==> src/rtl/mdiv_pkg.sv <==
package mdiv_pkg;

  typedef enum logic [1:0] {
    MODE_PASS = 2'd0,
    MODE_EVEN = 2'd1,
    MODE_ODD  = 2'd2
  } mdiv_mode_e;

  // Number of rising-edge cycles the rising counter output stays high.
  function automatic int high_cycles(input int code);
    return (code + 1) / 2;
  endfunction

  function automatic mdiv_mode_e mode_of(input int code);
    if (code == 0)        return MODE_PASS;
    else if (code[0])     return MODE_EVEN;
    else                  return MODE_ODD;
  endfunction

endpackage

==> src/rtl/mdiv_rise_ctr.sv <==
module mdiv_rise_ctr #(
  parameter int DIV_W = 4
) (
  input  logic             clk,
  input  logic             rst,
  input  logic [DIV_W-1:0] div_code,
  output logic [DIV_W-1:0] cnt,
  output logic [DIV_W-1:0] m_act,
  output logic             q_pos,
  output logic             run
);
  localparam int HW = DIV_W + 1;

  logic             at_end;
  logic [DIV_W-1:0] nxt_cnt;
  logic [DIV_W-1:0] nxt_m;
  logic [HW-1:0]    nxt_high;

  always_comb begin
    at_end   = (cnt == m_act);
    nxt_cnt  = at_end ? '0 : cnt + 1'b1;
    nxt_m    = at_end ? div_code : m_act;
    nxt_high = HW'(mdiv_pkg::high_cycles(int'(nxt_m)));
  end

  // During reset the counter sits on its last count so the first
  // released edge is a period boundary that loads a fresh divisor.
  always_ff @(posedge clk) begin
    if (rst) begin
      cnt   <= div_code;
      m_act <= div_code;
      q_pos <= 1'b0;
      run   <= 1'b0;
    end else begin
      cnt   <= nxt_cnt;
      m_act <= nxt_m;
      q_pos <= ({1'b0, nxt_cnt} < nxt_high);
      run   <= 1'b1;
    end
  end

  AST_CNT_RANGE: assert property (@(posedge clk) disable iff (rst)
    cnt <= m_act);
  AST_DIV_HOLD: assert property (@(posedge clk) disable iff (rst)
    (cnt != m_act) |=> (m_act == $past(m_act)));
  AST_RISE_AT_ZERO: assert property (@(posedge clk) disable iff (rst)
    $rose(q_pos) |-> (cnt == '0));

endmodule

==> src/rtl/mdiv_fall_stage.sv <==
module mdiv_fall_stage (
  input  logic clk,
  input  logic rst,
  input  logic q_pos,
  output logic q_neg
);
  always_ff @(negedge clk) begin
    if (rst) q_neg <= 1'b0;
    else     q_neg <= q_pos;
  end

  AST_FALL_FOLLOWS_RISE: assert property (@(posedge clk) disable iff (rst)
    $rose(q_neg) |-> q_pos);

endmodule

==> src/rtl/mdiv_combine.sv <==
module mdiv_combine #(
  parameter int DIV_W = 4
) (
  input  logic             clk,
  input  logic             run,
  input  logic [DIV_W-1:0] m_act,
  input  logic             q_pos,
  input  logic             q_neg,
  output logic             clk_o
);
  import mdiv_pkg::*;

  mdiv_mode_e mode;
  logic       raw;

  always_comb begin
    mode = mode_of(int'(m_act));
    case (mode)
      MODE_PASS: raw = clk;
      MODE_EVEN: raw = q_pos;
      MODE_ODD:  raw = q_pos | q_neg;
      default:   raw = 1'b0;
    endcase
    clk_o = run & raw;
  end

endmodule

==> src/rtl/mdiv_top.sv <==
module mdiv_top #(
  parameter int DIV_W = 4
) (
  input  logic             clk_ref,
  input  logic             rst_ref,
  input  logic [DIV_W-1:0] div_code,
  input  logic             ext_mclk,
  input  logic             sel_ext,
  output logic             mclk_div,
  output logic             codec_clk
);
  logic [DIV_W-1:0] cnt;
  logic [DIV_W-1:0] m_act;
  logic             q_pos;
  logic             q_neg;
  logic             run;

  mdiv_rise_ctr #(.DIV_W(DIV_W)) u_rise (
    .clk      (clk_ref),
    .rst      (rst_ref),
    .div_code (div_code),
    .cnt      (cnt),
    .m_act    (m_act),
    .q_pos    (q_pos),
    .run      (run)
  );

  mdiv_fall_stage u_fall (
    .clk   (clk_ref),
    .rst   (rst_ref),
    .q_pos (q_pos),
    .q_neg (q_neg)
  );

  mdiv_combine #(.DIV_W(DIV_W)) u_comb (
    .clk   (clk_ref),
    .run   (run),
    .m_act (m_act),
    .q_pos (q_pos),
    .q_neg (q_neg),
    .clk_o (mclk_div)
  );

  assign codec_clk = sel_ext ? ext_mclk : mclk_div;

endmodule

==> config.mk <==
export PLATFORM = sky130hd
export DESIGN_NAME = mdiv_top
export DESIGN_NICKNAME = d
export VERILOG_FILES = /design/src/rtl/mdiv_pkg.sv /design/src/rtl/mdiv_rise_ctr.sv /design/src/rtl/mdiv_fall_stage.sv /design/src/rtl/mdiv_combine.sv /design/src/rtl/mdiv_top.sv
export SDC_FILE = /design/constraint.sdc
export NUM_CORES = 1
export LEC_CHECK = 0
export BUFFER_PORTS_ARGS = -buffer_cell sky130_fd_sc_hd__buf_4
export CORE_UTILIZATION = 40
export DETAILED_ROUTE_END_ITERATION = 8
export PLACE_DENSITY_LB_ADDON = 0.08
export REMOVE_ABC_BUFFERS = 1
export SETUP_SLACK_MARGIN = 0.4
export SLEW_MARGIN = 0
export SYNTH_ARGS = -nofsm -noshare
export SYNTH_HDL_FRONTEND = slang
export SYNTH_SLANG_ARGS = --single-unit
==> constraint.sdc <==
create_clock -name clk_ref -period 4.7 [get_ports clk_ref]
set_input_delay 0.94 -clock clk_ref [delete_from_list [all_inputs] [get_ports clk_ref]]
set_output_delay 0.94 -clock clk_ref [all_outputs]
set_load 0.005 [all_outputs]
==> out/results.ini <==
[status]
status = finished with violations
violations = negative setup slack

[pwr]
power_density_nw_per_um2 = 519
leakage_nw = 0.375
max-vdd-ir-drop_uv = 245

[sta]
fin_setup_tns_ns = -0.0304
finalHoldViolations = 0
fin_worst_skew_ns = 0.0633
rsz0062_at_grt = yes
finalSetupViolCount = 3
maxSlewHeadroom_pct = 49.2
final_max_slew_viol_count = 0
worstMarginPinSlew_ns = 0.756
setup_ws_ns = -0.0171

[cts]
path_clk_slew_ns = 0.07
post-cts-setup-buffer-count = 0
insertion_delay_ns = 0.33
cts_tree = done
postCtsHoldBufs = 0

[die]
die-area_um2 = 1850
core_um2 = 1540
io_pins = 10
placementRows = 14
start_util_pct = 43.6
die_h_um = 43.0
die_w_um = 43.0

[worst_setup_path]
cp_cell_sequence = nor2b_4 > o31ai_2 > buf_4 > buf_8 > o31ai_2 > buf_4
path_delay_family = buffers and inverters
timing.rr.end = u_rise.q_pos$_SDFF_PP0_
r2r_cells = 9
cp_slowest_cell = dfxtp_2
path_buf_inv = 3
worstPathArrival_ns = 3.78
worst-setup-path-type = reg -> out
r2r_slack_ns = 1.81
cp-end-kind = output pin
path_max_fanout = 2
startpoint_type = flip-flop
slowest_delay_ns = 0.30
r2r_start = u_rise.m_act[0]$_DFF_P_
required_ns = 3.76

[placed_design]
io_buffers = 9
place_inst = 95
dp_hpwl_um = 952
place.gp.congestion = 0.722
placed_area_um2 = 744

[final_layout]
syn_to_final_growth_pct = 25.5
final_cell_area_um2 = 843
fillers = 148
instances_no_fill = 106
nets = 103
multiInputGateArea_um2 = 439
drive_gt1_share_pct = 35.6
seqCellArea_um2 = 221
diodes = 0

[grt]
grt_remaining_overflow = 0
grt_pass1_vias = 586
grt_max_degree = 16
grt_pass1_wl_mm = 2.42
antenna_found_initial = 0
track_usage_pct = 18.6

[yosys]
synth_top_family_by_area = simple AND/OR/NAND/NOR gates
yosys.area_share.simple_pct = 19.7
synth-xor-area-share_pct = 11.7
synth_cells = 72
synthDistinctLibCells = 22
syn_area_per_cell_um2 = 9.33
ys_warn_count = 0
synth_seq_cells = 11
synth_compound_area_share_pct = 8.75
synthMuxAreaShare_pct = 13.2
synth_area_um2 = 672
ys_seq_area_share_pct = 32.8
synth-adder-area-share_pct = 9.31

[routing]
via_count = 554
drt_pass1_iterations = 2
drt_iter0_drc = 13
drc = 0
wl_per_cell_um = 12.7
wl_mm = 1.34
via_per_inst = 5.23
drtAntennaViolNets = 0

[worst_hold_path]
whs_path_depth = 1
worstHoldStart = u_rise.cnt[0]$_DFF_P_
hp-class = reg -> reg
hold-path-endpoint = u_rise.cnt[0]$_DFF_P_

[job]
cap_viol_max_count = 0

==> repair_timing <==
action,4_1_cts,5_1_grt
pin swaps,0,1
setup endpoints to repair,3,3
endpoints found under the hold margin,0,0
gates cloned,0,0
resized for setup,2,7
==> state kept, by name (all words and copies together) (netlist names) <==
name	count
u_fall.q_neg	1
u_rise.q_pos	1
u_rise.m_act	4
u_rise.cnt	4
u_rise.run	1
==> synthesized netlist by cell type <==
cell | instances | share of area (%)
nand3_1 | 4 | 3.0
dfxtp_1 | 11 | 33
mux2i_1 | 1 | 1.5
and3_2 | 1 | 1.1
buf_6 | 1 | 1.7
nand2_1 | 6 | 3.4
inv_1 | 4 | 2.2
xor2_1 | 7 | 9.1
nor3_1 | 1 | 0.74
xnor2_1 | 2 | 2.6
nor4_1 | 2 | 1.9
clkbuf_1 | 1 | 0.56
o21ai_0 | 1 | 0.74
mux2_2 | 7 | 12
nor4_4 | 1 | 3.2
nor2_1 | 6 | 3.4
o22ai_1 | 1 | 0.93
a21oi_1 | 2 | 1.5
and2b_2 | 1 | 1.3
nor2b_1 | 2 | 1.9
o31ai_1 | 5 | 5.6
ha_1 | 5 | 9.3
==> how the worst max path moves through the flow <==
stage                       startpoint        end  slack (ns)  cells after the start
2_1_floorplan  u_fall.q_neg$_SDFF_NP0_  codec_clk        0.68                      3
3_3_place_gp   u_fall.q_neg$_SDFF_NP0_  codec_clk        0.56                      4
3_5_place_dp   u_fall.q_neg$_SDFF_NP0_  codec_clk        0.55                      4
4_1_cts        u_fall.q_neg$_SDFF_NP0_  codec_clk       -0.07                      6
5_1_grt        u_fall.q_neg$_SDFF_NP0_   mclk_div       -0.12                      6
6_report       u_fall.q_neg$_SDFF_NP0_  codec_clk       -0.02                      6
==> power breakdown <==
group | internal (mW) | switching, mW | total [mW]
clock | 0.0821 | 0.0580 | 0.140
combinational | 0.0779 | 0.0796 | 0.158
sequential | 0.115 | 0.0252 | 0.140
==> metrics by stage <==
stage / total power [mW] / hold slack, ns / setup slack [ns] / util (%)
3_3_place_gp: 0.310 / 0.586 / 0.557 / 48.3
6_report: 0.438 / 0.578 / -0.0171 / 54.7
3_5_place_dp: 0.312 / 0.567 / 0.553 / 48.3
2_1_floorplan: 0.271 / 0.512 / 0.675 / -
4_1_cts: 0.435 / 0.578 / -0.0731 / 53.7
5_1_grt: 0.486 / 0.594 / -0.116 / 54.7
==> area by class of cell <==
class,instances,area share (%)
inverters,3,1.34
clock inverters,3,1.48
flip-flops and latches,11,26.3
clock buffers,11,10.2
multi-input cells,55,52.1
well taps,16,2.37
repair buffers,7,6.23
==> cell families after synthesis <==
family | after synthesis
AND/OR/NAND/NOR | 24
flip-flops | 11
AO/OA/AOI/OAI | 9
XOR/XNOR | 9
multiplexers | 8
buffers and inverters | 6
adder cells (fa/ha/maj) | 5
==> per-layer routing <==
layer / part of all wire (%) / track usage, % / up-vias
li1: - / - / 288
met1: 52 / 21.2 / 249
met2: 42 / 24.5 / 13
met3: 5.1 / 11.9 / 4
met4: 1.4 / 13.3 / 0
met5: 0 / 0 / -
==> cells in the final DEF (no fill, tap or decap), drive strengths merged, types with 2 or more instances in the layout <==
master,netlist,final
mux2,7,7
ha,5,5
a21oi,2,2
xnor2,2,2
clkbuf,1,6
nand3,4,4
nand2,6,6
nor2,6,6
o31ai,5,5
inv,4,5
nor4,3,3
dfxtp,11,11
nor2b,2,2
xor2,7,7
buf,1,12
(Power assumes the default switching activity.)
